$ cat config.mk
export PLATFORM = sky130hd
export DESIGN_NAME = adc_cal_sequencer
export DESIGN_NICKNAME = d
export VERILOG_FILES = /design/src/rtl/adcseq_pkg.sv /design/src/rtl/adcseq_ctrl.sv /design/src/rtl/adcseq_accum.sv /design/src/rtl/adcseq_banks.sv /design/src/rtl/adc_cal_sequencer.sv
export SDC_FILE = /design/constraint.sdc
export NUM_CORES = 1
export LEC_CHECK = 0
export BUFFER_PORTS_ARGS = -buffer_cell sky130_fd_sc_hd__buf_2
export CAP_MARGIN = 0
export CORE_ASPECT_RATIO = 1.1
export CORE_MARGIN = 8
export CORE_UTILIZATION = 45
export CTS_BUF_LIST = sky130_fd_sc_hd__clkbuf_2
export DETAILED_ROUTE_END_ITERATION = 12
export PLACE_DENSITY = 0.58
export SYNTH_ARGS = -nofsm -noshare
export SYNTH_HDL_FRONTEND = slang
export SYNTH_SLANG_ARGS = --single-unit
$ cat constraint.sdc
create_clock -name clk -period 7.29 [get_ports clk]
set_input_delay 1.458 -clock clk [delete_from_list [all_inputs] [get_ports clk]]
set_output_delay 1.458 -clock clk [all_outputs]
set_load 0.005 [all_outputs]
$ cat src/rtl/adcseq_pkg.sv
package adcseq_pkg;

    localparam int unsigned SUMS = 8;

    typedef enum logic [1:0] {
        ST_ACCUM = 2'd0,
        ST_MOVE  = 2'd1,
        ST_CLEAR = 2'd2
    } seq_state_t;

    typedef enum logic [1:0] {
        MODE_NORMAL = 2'd0,
        MODE_GND    = 2'd1,
        MODE_SUP    = 2'd2
    } chan_mode_t;

    typedef enum logic [1:0] {
        BANK_GND = 2'd0,
        BANK_SUP = 2'd1,
        BANK_SIG = 2'd2
    } bank_sel_t;

    function automatic chan_mode_t phase_mode(input logic [1:0] ph);
        chan_mode_t m;
        unique case (ph)
            2'd0:    m = MODE_GND;
            2'd2:    m = MODE_SUP;
            default: m = MODE_NORMAL;
        endcase
        return m;
    endfunction

    function automatic bank_sel_t phase_bank(input logic [1:0] ph);
        bank_sel_t b;
        unique case (ph)
            2'd0:    b = BANK_GND;
            2'd2:    b = BANK_SUP;
            default: b = BANK_SIG;
        endcase
        return b;
    endfunction

endpackage

$ cat src/rtl/adcseq_ctrl.sv
module adcseq_ctrl
    import adcseq_pkg::*;
#(
    parameter int NCH = 8,
    localparam int CH_W = $clog2(NCH),
    localparam int CNT_W = $clog2(SUMS)
) (
    input  logic             clk,
    input  logic             rst_n,
    input  logic [CH_W-1:0]  cfg_base,
    input  logic [CH_W-1:0]  cfg_last,
    input  logic [NCH-1:0]   conv_done,
    output logic [NCH-1:0]   conv_ack,
    output logic [NCH-1:0]   act_mask,
    output logic             acc_en,
    output logic             move_en,
    output logic             clear_en,
    output bank_sel_t        bank_sel,
    output logic [1:0]       chan_mode,
    output logic [1:0]       phase,
    output logic             calc_stb,
    output logic [CNT_W-1:0] calc_idx
);

    localparam logic [CNT_W-1:0] LAST_CNT = CNT_W'(SUMS - 1);

    seq_state_t       state_q, state_d;
    logic [CNT_W-1:0] cnt_q, cnt_d;
    logic [1:0]       phase_q, phase_d;
    logic [NCH-1:0]   ack_q;
    chan_mode_t       mode_q;
    logic             stb_q;
    logic [CNT_W-1:0] idx_q;
    logic [CH_W:0]    win_lo, win_hi;
    logic             evt;
    logic             last_acc;

    // channel window, clipped at the top channel
    assign win_lo = {1'b0, cfg_base};
    assign win_hi = {1'b0, cfg_base} + {1'b0, cfg_last};

    genvar gi;
    generate
        for (gi = 0; gi < NCH; gi++) begin : g_win
            localparam logic [CH_W:0] CH_IDX = (CH_W+1)'(gi);
            assign act_mask[gi] = (CH_IDX >= win_lo) && (CH_IDX <= win_hi);
        end
    endgenerate

    // an event needs the base done strobe and no acknowledge in flight
    assign evt      = conv_done[cfg_base] & ~(|ack_q);
    assign last_acc = (state_q == ST_ACCUM) && (cnt_q == LAST_CNT);

    assign acc_en   = evt && (state_q == ST_ACCUM);
    assign move_en  = evt && (state_q == ST_MOVE);
    assign clear_en = evt && (state_q == ST_CLEAR);
    assign bank_sel = phase_bank(phase_q);

    always_comb begin
        state_d = state_q;
        cnt_d   = cnt_q;
        phase_d = phase_q;
        if (evt) begin
            unique case (state_q)
                ST_ACCUM: begin
                    cnt_d = cnt_q + CNT_W'(1);
                    if (cnt_q == LAST_CNT) begin
                        state_d = ST_MOVE;
                    end
                end
                ST_MOVE: begin
                    state_d = ST_CLEAR;
                end
                ST_CLEAR: begin
                    state_d = ST_ACCUM;
                    phase_d = phase_q + 2'd1;
                end
                default: begin
                    state_d = ST_ACCUM;
                end
            endcase
        end
    end

    // state register
    always_ff @(posedge clk) begin
        if (!rst_n) begin
            state_q <= ST_ACCUM;
            cnt_q   <= '0;
            phase_q <= 2'd0;
        end else begin
            state_q <= state_d;
            cnt_q   <= cnt_d;
            phase_q <= phase_d;
        end
    end

    // registered outputs
    always_ff @(posedge clk) begin
        if (!rst_n) begin
            ack_q  <= '0;
            mode_q <= MODE_GND;
            stb_q  <= 1'b0;
            idx_q  <= '0;
        end else begin
            ack_q <= evt ? act_mask : '0;
            stb_q <= acc_en;
            if (acc_en) begin
                idx_q <= cnt_q;
            end
            if (evt && last_acc) begin
                mode_q <= phase_mode(phase_q + 2'd1);
            end
        end
    end

    assign conv_ack  = ack_q;
    assign chan_mode = mode_q;
    assign phase     = phase_q;
    assign calc_stb  = stb_q;
    assign calc_idx  = idx_q;

endmodule

$ cat src/rtl/adcseq_accum.sv
module adcseq_accum #(
    parameter int NCH    = 8,
    parameter int DATA_W = 10,
    parameter int ACC_W  = 13
) (
    input  logic                  clk,
    input  logic                  rst_n,
    input  logic                  acc_en,
    input  logic                  clear_en,
    input  logic [NCH-1:0]        act_mask,
    input  logic [NCH*DATA_W-1:0] conv_data,
    output logic [NCH*ACC_W-1:0]  acc_flat
);

    genvar gc;
    generate
        for (gc = 0; gc < NCH; gc++) begin : g_ch
            logic [ACC_W-1:0] sum_q;
            always_ff @(posedge clk) begin
                if (!rst_n || clear_en) begin
                    sum_q <= '0;
                end else if (acc_en && act_mask[gc]) begin
                    sum_q <= sum_q + ACC_W'(conv_data[gc*DATA_W +: DATA_W]);
                end
            end
            assign acc_flat[gc*ACC_W +: ACC_W] = sum_q;
        end
    endgenerate

endmodule

$ cat src/rtl/adcseq_banks.sv
module adcseq_banks
    import adcseq_pkg::*;
#(
    parameter int NCH   = 8,
    parameter int ACC_W = 13,
    localparam int CH_W = $clog2(NCH),
    localparam int NBANK = 3
) (
    input  logic                   clk,
    input  logic                   rst_n,
    input  logic                   move_en,
    input  bank_sel_t              bank_sel,
    input  logic [NCH*ACC_W-1:0]   acc_flat,
    input  logic [CH_W-1:0]        rd_ch,
    output logic [NBANK*ACC_W-1:0] rd_flat
);

    genvar gb;
    generate
        for (gb = 0; gb < NBANK; gb++) begin : g_bank
            logic [NCH*ACC_W-1:0] lvl_q;
            always_ff @(posedge clk) begin
                if (!rst_n) begin
                    lvl_q <= '0;
                end else if (move_en && (int'(bank_sel) == gb)) begin
                    lvl_q <= acc_flat;
                end
            end
            assign rd_flat[gb*ACC_W +: ACC_W] = lvl_q[int'(rd_ch)*ACC_W +: ACC_W];
        end
    endgenerate

endmodule

$ cat src/rtl/adc_cal_sequencer.sv
module adc_cal_sequencer
    import adcseq_pkg::*;
#(
    parameter int NCH    = 8,
    parameter int DATA_W = 10,
    localparam int CH_W  = $clog2(NCH),
    localparam int CNT_W = $clog2(SUMS),
    localparam int ACC_W = DATA_W + $clog2(SUMS)
) (
    input  logic                  clk,
    input  logic                  rst_n,
    input  logic [CH_W-1:0]       cfg_base,
    input  logic [CH_W-1:0]       cfg_last,
    input  logic [NCH-1:0]        conv_done,
    input  logic [NCH*DATA_W-1:0] conv_data,
    output logic [NCH-1:0]        conv_ack,
    output logic [1:0]            chan_mode,
    output logic [1:0]            phase,
    output logic                  calc_stb,
    output logic [CNT_W-1:0]      calc_idx,
    input  logic [CH_W-1:0]       rd_ch,
    output logic [ACC_W-1:0]      gnd_level,
    output logic [ACC_W-1:0]      sup_level,
    output logic [ACC_W-1:0]      sig_level
);

    logic [NCH-1:0]       act_mask;
    logic                 acc_en, move_en, clear_en;
    bank_sel_t            bank_sel;
    logic [NCH*ACC_W-1:0] acc_flat;
    logic [3*ACC_W-1:0]   rd_flat;

    adcseq_ctrl #(.NCH(NCH)) u_ctrl (
        .clk       (clk),
        .rst_n     (rst_n),
        .cfg_base  (cfg_base),
        .cfg_last  (cfg_last),
        .conv_done (conv_done),
        .conv_ack  (conv_ack),
        .act_mask  (act_mask),
        .acc_en    (acc_en),
        .move_en   (move_en),
        .clear_en  (clear_en),
        .bank_sel  (bank_sel),
        .chan_mode (chan_mode),
        .phase     (phase),
        .calc_stb  (calc_stb),
        .calc_idx  (calc_idx)
    );

    adcseq_accum #(.NCH(NCH), .DATA_W(DATA_W), .ACC_W(ACC_W)) u_accum (
        .clk       (clk),
        .rst_n     (rst_n),
        .acc_en    (acc_en),
        .clear_en  (clear_en),
        .act_mask  (act_mask),
        .conv_data (conv_data),
        .acc_flat  (acc_flat)
    );

    adcseq_banks #(.NCH(NCH), .ACC_W(ACC_W)) u_banks (
        .clk      (clk),
        .rst_n    (rst_n),
        .move_en  (move_en),
        .bank_sel (bank_sel),
        .acc_flat (acc_flat),
        .rd_ch    (rd_ch),
        .rd_flat  (rd_flat)
    );

    assign gnd_level = rd_flat[int'(BANK_GND)*ACC_W +: ACC_W];
    assign sup_level = rd_flat[int'(BANK_SUP)*ACC_W +: ACC_W];
    assign sig_level = rd_flat[int'(BANK_SIG)*ACC_W +: ACC_W];

endmodule

==> metrics.md, run 1 <==
| Metric | Value |
|---|---|
| Pint | `3.35 mW` |
| Share of layout cells above drive strength 1 | `18.1%` |
| Layout Skew | `0.0802 ns` |
| Peak Freq | `196 MHz` |
| Post-Synthesis Cell Area | `0.0222 sq mm` |
| Worst slew margin | `19.0%` |
| Post-synth top area cell | `dfxtp_1` |
| Power Density | `204 mW/mm^2` |
| Synth Warn # | `0` |
| Slowest-stage cell, CP | `buf_4` |
| Finished Core Util | `49.6%` |
| Leakage power | `9.19 nW` |
| CTS Buf Count | `116` |
| Syn_nets | `2724` |
| Kind of launch point of the worst setup path | `input port` |
| Final setup fails | `0` |
| Max Used Layer | `met4` |
| Logic pwr share | `14.3%` |
| Post-CTS Repair Setup Buffers | `0` |
| Largest net degree at the start of global routing | `105` |
| Sequential share of power | `52.2%` |
| Wire per inst | `21.9 um` |
| Post-Place Cells | `3192` |
| Pre-CTS setup slack | `2.14 ns` |
| FF+latch count, synth | `437` |
| Top cells by instance count after synthesis | `nand2_1 (800), dfxtp_1 (437), a21boi_1 (180), a21boi_0 (141), a21oi_1 (117)` |
| Core Box Area | `0.0488 sq mm` |
| # Max-Cap Violations | `0` |
| Switching part of the total power | `32.3%` |
| Peak VDD IR | `0.000102 V` |
| RSZ-0062 raised after global routing | `no` |
| Vias per cell | `5.64` |
| Post-synthesis instance total | `2526` |
| Period utilisation layout | `70.1%` |
| Slowest stage delay, CP | `0.73 ns` |
| # port buffers | `153` |
| Synthesis-to-finish area growth | `9.02%` |
| Fin area | `0.0242 sq mm` |
| CP Data Arrival Time | `3.65 ns` |
| Initial antenna violation count | `2` |
| Top cells by area, synth | `dfxtp_1 (39%), nand2_1 (14%), mux4_2 (8.1%)` |
| Ports | `154` |
| CTS tree | `yes` |
| DRT antenna net count | `0` |
| DRT Pass-1 Iters | `6` |
| Global-route wire length before repair | `113000 um` |
| Clock latency on the worst-skew pair | `1.09 ns` |
| Setup_tns | `0 ns` |
| Met1 WL | `34400 um` |
| Die ar. | `0.0567 sq mm` |
| Placer Congestion | `0.859` |
| Clk pwr share | `33.6%` |
| DP Wirelength | `52900 um` |
| Hold Slack | `0.454 ns` |
| Vias in the first global route | `18700` |
| Fin. Hold Viols | `0` |
| Met2 wire length | `33000 um` |
| Post-synth EDFFs | `0` |
| Final-layout fill cell count | `4783` |
| Reg clk slew, reported paths | `0.09 ns` |
| CTS Hold Buffers Added | `0` |
| Primary FF master, synth | `dfxtp_1` |
| Sequential share of the synthesized area | `39.4%` |
| Total power | `4.95 mW` |
| Most frequent cell after synthesis | `nand2_1` |
| Crit path cell chain | `buf_4, buf_12, mux4_2, mux2_2, buf_2` |
| Die H | `249 um` |
| Initial DRC Count | `1530` |
| Placed inst area | `0.0232 sq mm` |
| Share of the synthesized area in the top cell type | `39.4%` |
| PostCTS Resize Cnt | `0` |
| Crit-path max FO | `44` |
| Chip Width | `228 um` |
| Routed wl met3 | `4830 um` |
| Worst Setup End Kind | `output pin` |
| Setup CP Type | `input port to output pin` |
| Row cnt | `85` |
| Avg Cell Area, Syn | `8.79 sq um` |
| Status | `finished clean` |
| Net Switching | `1.60 mW` |
| CP Data Required Time | `5.83 ns` |
| Starting Density | `45.5%` |
| Post-synth ARST share | `0%` |
| Final WL | `74200 um` |
| Vias | `19100` |
| Slew @ Worst Pin | `1.21 ns` |
| Final setup margin | `2.18 ns` |
| Max-slew violations | `0` |
| GR Overflow Total | `0` |
| CTS H-tree depth | `3` |
| # nets final | `2856` |
| Clock tree buffer depth | `3` |
| CTS sink count | `437` |
| Final instance count without filler cells | `3394` |
| CTS root buffer | `clkbuf_2` |
| GRT Total Usage | `25.5%` |
| Minimum clock period after layout | `5.11 ns` |
| Synth cell types | `63` |
| DRC | `0` |
| Hold Path Class | `flip-flop to flip-flop` |
==> routing by layer <==
| layer | up-vias | track usage, % |
|---|---|---|
| met5 | - | 0 |
| met1 | 9332 | 35.6 |
| met4 | 0 | 8.84 |
| met3 | 97 | 4.27 |
| li1 | 9130 | - |
| met2 | 583 | 39.4 |
==> registers in the layout, summed over array words and instances, names as in the netlist <==
register / flops
u_accum.g_ch.sum_q: 104
u_banks.g_bank.lvl_q: 312
u_ctrl.calc_idx: 3
u_ctrl.calc_stb: 1
u_ctrl.chan_mode: 2
u_ctrl.cnt_q: 3
u_ctrl.conv_ack: 8
u_ctrl.phase: 2
u_ctrl.state_q: 2
==> cell usage in the layout, fill, tap and decap left out, drive strengths merged, types with 10 or more instances in the layout <==
| cell type | count |
|---|---|
| buf | 170 |
| a21o | 26 |
| or3 | 15 |
| xnor2 | 37 |
| nand2b | 11 |
| clkinv | 20 |
| nand3 | 26 |
| o21ai | 44 |
| nand2 | 800 |
| xor2 | 18 |
| nor2 | 63 |
| ha | 90 |
| mux2 | 45 |
| o211ai | 27 |
| a211oi | 17 |
| mux4 | 80 |
| mux2i | 10 |
| nor3 | 23 |
| clkbuf | 176 |
| inv | 23 |
| a21oi | 117 |
| nand4 | 10 |
| a21boi | 321 |
| dfxtp | 437 |
==> path summary, 6_finish.rpt <==
path                                                  start                          end  slack, ns  cells after the start
worst max-delay path                               rd_ch[0]                sup_level[11]       2.18                      5
worst min-delay path            u_banks.g_bank[0].lvl_q[66]  u_banks.g_bank[0].lvl_q[66]       0.45                      2
worst max register to register           u_ctrl.conv_ack[3]  u_banks.g_bank[2].lvl_q[11]       3.58                      7
worst min register to register  u_banks.g_bank[0].lvl_q[66]  u_banks.g_bank[0].lvl_q[66]       0.45                      2
==> area by class of cell <==
type | instances | area (sq um) | area share, %
diodes | 2 | 5.00 | 0.0207
clock buffers | 176 | 881 | 3.64
clock inverters | 24 | 95.1 | 0.393
inverters | 20 | 75.1 | 0.310
multi-input cells | 1913 | 12700 | 52.4
flip-flops and latches | 437 | 8750 | 36.1
well taps | 652 | 816 | 3.37
repair buffers | 170 | 917 | 3.79
==> worst max-delay path: cells and delay by family <==
kind / cells / cell delay [ns]
buf+inv: 3 / 1.22
mux: 2 / 0.89
==> kinds of logic (layout without fill, tap and decap cells) <==
| logic type | after synthesis | in the layout | synth area share, % |
|---|---|---|---|
| AND/OR/NAND/NOR | 1004 | 1004 | 18.6 |
| AO/OA/AOI/OAI | 620 | 620 | 19.4 |
| flip-flops | 437 | 437 | 39.4 |
| buffers and inverters | 176 | 390 | 3.72 |
| multiplexers | 135 | 135 | 10.8 |
| adder cells (fa/ha/maj) | 99 | 99 | 5.88 |
| XOR/XNOR | 55 | 55 | 2.17 |
| other | 0 | 2 | 0 |
==> power by group through the flow <==
stage | combinational (mW) | sequential (mW) | clock [mW]
global route | 0.785 | 2.58 | 1.83
floorplan | 0.520 | 2.54 | 0
detailed placement | 0.699 | 2.63 | 0
CTS | 0.703 | 2.58 | 1.70
global placement | 0.688 | 2.63 | 0
finish | 0.706 | 2.58 | 1.66
No activity file was read; power rests on OpenSTA's default activity.
==> inputs of run 2 (changes only) <==
- ABC_AREA: default -> 1
- PLACE_DENSITY: 0.58 -> 0.61
- clock period: 7.29 -> 4.2 ns (I/O delays scaled with it)
==> run 2 against run 1 <==
Net effect: synthesized area up 7.4%; hold slack worse by 0.34 ns; sequential share of layout area down 2.6 points; total power up 92%; combinational power rose to 2.7 times the previous value; synthesized cell count up 41%; sequential cell count unchanged; non-clock buffer count up 45; cell area up 7.8%; critical endpoint is now sup_level[4].
==> metrics.md, run 2 <==
| Metric | Value |
|---|---|
| Status | `finished clean` |
| Hold Path Class | `input port to flip-flop` |
| Hold depth | `4 (+2)` |
| Setup_tns | `0 ns (unchanged)` |
| Synth Area in Adders | `5.48% (-0.40 points)` |
| PostCTS Resize Cnt | `0 (unchanged)` |
| Max FFs per register | `312 (unchanged)` |
| RSZ-0062 raised after global routing | `no` |
| Vias in the first global route | `23900 (+28%)` |
| Starting Density | `45.5% (about the same)` |
| Primary FF master, synth | `dfxtp_1` |
| # port buffers | `153 (unchanged)` |
| Fin. Hold Viols | `0 (unchanged)` |
| Final setup margin | `0.488 ns (-1.69 ns)` |
| Post-Synthesis Cell Area | `0.0238 sq mm (+7.4%)` |
| Core Box Area | `0.0524 sq mm (+7.4%)` |
| Post-synth EDFFs | `0 (unchanged)` |
| Die ar. | `0.0606 sq mm (+6.9%)` |
| FF-to-FF path depth | `7 (unchanged)` |
| Synth cell types | `28 (-56%)` |
| CTS Hold Buffers Added | `4 (+4)` |
| Syn_nets | `3762 (+38%)` |
| DP Wirelength | `62800 um (+19%)` |
| Peak Freq | `269 MHz` |
| Slew @ Worst Pin | `0.992 ns (-0.223 ns)` |
| End of the critical path | `sup_level[4]` |
| Slowest stage delay, CP | `0.58 ns (-0.15 ns)` |
| CTS Buf Count | `116 (unchanged)` |
| Post-synth top area cell | `dfxtp_1` |
| Main combinational cell family by area after synthesis | `simple AND/OR/NAND/NOR gates` |
| Synth Area in Compound Gates | `15.0% (-4.4 points)` |
| Post-synthesis mux area share | `0% (-11 points)` |
| Total power | `9.51 mW (+92%)` |
| Share of layout cells above drive strength 1 | `11.4% (-6.7 points)` |
| Final WL | `93700 um (+26%)` |
| Most frequent cell after synthesis | `nand2_1` |
| Worst Setup End Kind | `output pin` |
| Leakage power | `10.5 nW (+14%)` |
| CP Data Required Time | `3.36 ns (-2.47 ns)` |
| Synth Warn # | `0 (unchanged)` |
| CTS sink count | `437 (unchanged)` |
| Crit path cell chain | `buf_2, inv_2, buf_12, nor2_1, o21ai_0, a31oi_1, buf_2` |
| DRT antenna net count | `0 (unchanged)` |
| Most common cell after layout, fill and taps aside | `nand2_1` |
| Worst slew margin | `33.9% (+15 points)` |
| Pre-CTS setup slack | `0.620 ns (-1.52 ns)` |
| R2r endpoint | `u_banks.g_bank[1].lvl_q[90]` |
| Most frequent cells in the layout | `nand2_1 (891), nor2_1 (462), dfxtp_1 (437)` |
| Largest net degree at the start of global routing | `168 (+60%)` |
| Post-Synth XOR/XNOR Area | `2.06% (-0.11 points)` |
| Chip Width | `236 um (+3.4%)` |
| Reg2reg start | `u_ctrl.phase[0]` |
| Hold Slack | `0.119 ns (-0.335 ns)` |
| Post-synthesis instance total | `3564 (+41%)` |
| Cell mode on critical path | `buf_2` |
| Finished Core Util | `49.8% (+0.22 points)` |
| Post-CTS Repair Setup Buffers | `0 (unchanged)` |
| Post-synth ARST share | `0% (unchanged)` |
| Placer Congestion | `0.960 (+12%)` |
| Sequential share of the synthesized area | `36.7% (-2.7 points)` |
| Final setup fails | `0 (unchanged)` |
| Avg Cell Area, Syn | `6.69 sq um (-24%)` |
| Vias | `25700 (+34%)` |
| Layout Skew | `0.0991 ns (+0.0189 ns)` |
| Initial antenna violation count | `3 (+1)` |
| Global-route wire length before repair | `143000 um (+26%)` |
| Crit. path cell count | `7 (+2)` |
| DRC | `0 (unchanged)` |
| CTS root buffer | `clkbuf_2` |
| FF+latch count, synth | `437 (unchanged)` |
| Reg clk slew, reported paths | `0.10 ns (about the same)` |
| Worst setup startpoint | `rd_ch[1]` |
| CP Data Arrival Time | `2.87 ns (-0.78 ns)` |
| Post-Synth Simple-Gate Area | `33.0% (+14 points)` |
| Peak VDD IR | `0.000266 V (+160%)` |
| Worst Path Buf+Inv | `4 (+1)` |
| Row cnt | `88 (+3.5%)` |
| CTS H-tree depth | `3 (unchanged)` |
| Post-Place Cells | `4178 (+31%)` |
| Vias per cell | `5.85 (+3.8%)` |
| Kind of launch point of the worst setup path | `input port` |
| Biggest register | `u_banks.g_bank.lvl_q` |
| Initial DRC Count | `2762 (+81%)` |
| Clock latency on the worst-skew pair | `1.18 ns (+0.09 ns)` |
| Top cells by area, synth | `dfxtp_1 (37%), nand2_1 (14%), a21oi_1 (9.1%)` |
| CTS tree | `yes` |
| Wire per inst | `21.4 um (-2.3%)` |
| Final instance count without filler cells | `4383 (+29%)` |
| Die H | `257 um (+3.4%)` |
| Synthesis-to-finish area growth | `9.49%` |
| Crit-path max FO | `56 (+27%)` |
| Minimum clock period after layout | `3.71 ns` |
| Max-slew violations | `0 (unchanged)` |
| Slowest-stage cell, CP | `buf_2` |
| GRT Total Usage | `29.6% (+4.1 points)` |
| Period utilisation layout | `88.4%` |
| DRT Pass-1 Iters | `7 (+1)` |
| Share of the synthesized area in the top cell type | `36.7% (-2.7 points)` |
| Clock tree buffer depth | `3 (unchanged)` |
| CP top delay family | `buffers and inverters` |
| # nets final | `3823 (+34%)` |
| Top cells by instance count after synthesis | `nand2_1 (892), nor2_1 (463), dfxtp_1 (437), a21oi_1 (434), nand4_1 (338)` |
| Reg2reg setup slack | `1.59 ns (-1.99 ns)` |
| Power Density | `364 mW/mm^2 (+78%)` |
| Placed inst area | `0.0250 sq mm (+7.7%)` |
| Ports | `154 (unchanged)` |
| # Max-Cap Violations | `0 (unchanged)` |
| GR Overflow Total | `0 (unchanged)` |
| Setup CP Type | `input port to output pin` |
| Fin area | `0.0261 sq mm (+7.8%)` |
[run 2: cell types whose count changed in the layout (fill, tap and decap cells not counted), sizes merged, moves of 86 or more]
cell    change
a21boi    -312
a21oi     +317
inv       +171
nand2      +92
nand3      +86
nand4     +328
nor2      +409
o21ai     +123
[run 2: area by class of cell]
class,instances,area (sq um)
fill,5531,26300
multi-input combinational,2662,13300
sequential,437,8750
timing repair buffer,215,1420
clock buffer,169,846
tap,675,845
inverter,193,733
clock inverter,30,199
antenna,2,5.00
[run 2: tightest hold or removal path: cells and delay by family]
kind | cells | cell delay [ns]
AND/OR/NAND/NOR | 1 | 0.05
AO/OA/AOI/OAI | 1 | 0.10
adder cells (fa/ha/maj) | 1 | 0.16
buffers and inverters | 1 | 0.11
[run 2: how the worst min path moves through the flow]
stage	from	endpoint	slack [ns]
2_1_floorplan	u_banks.g_bank[1].lvl_q[13]	u_banks.g_bank[1].lvl_q[13]	0.44
3_3_place_gp	u_banks.g_bank[1].lvl_q[43]	u_banks.g_bank[1].lvl_q[43]	0.44
3_5_place_dp	u_banks.g_bank[1].lvl_q[40]	u_banks.g_bank[1].lvl_q[40]	0.45
4_1_cts	conv_data[10]	u_accum.g_ch[1].sum_q[0]	0.01
5_1_grt	conv_data[60]	u_accum.g_ch[6].sum_q[0]	0.11
6_report	conv_data[31]	u_accum.g_ch[3].sum_q[1]	0.12
[run 2: cell families after synthesis]
group,after synthesis
AO/OA/AOI/OAI,689
buffers and inverters,465
adder cells (fa/ha/maj),99
XOR/XNOR,56
flip-flops,437
AND/OR/NAND/NOR,1818
[run 2: layer usage]
layer	GRT usage (%)	wire length, um
met5	0	0
met4	13.9	4260
met3	7.40	9250
met2	45.1	40500
met1	38.9	39700
[run 2: report_power, final]
part	leakage [nW]	switching (mW)	internal, mW
combinational	6.17	1.29	0.594
clock	0.809	1.90	1.25
sequential	3.53	0.233	4.24
total	10.5	3.42	6.09
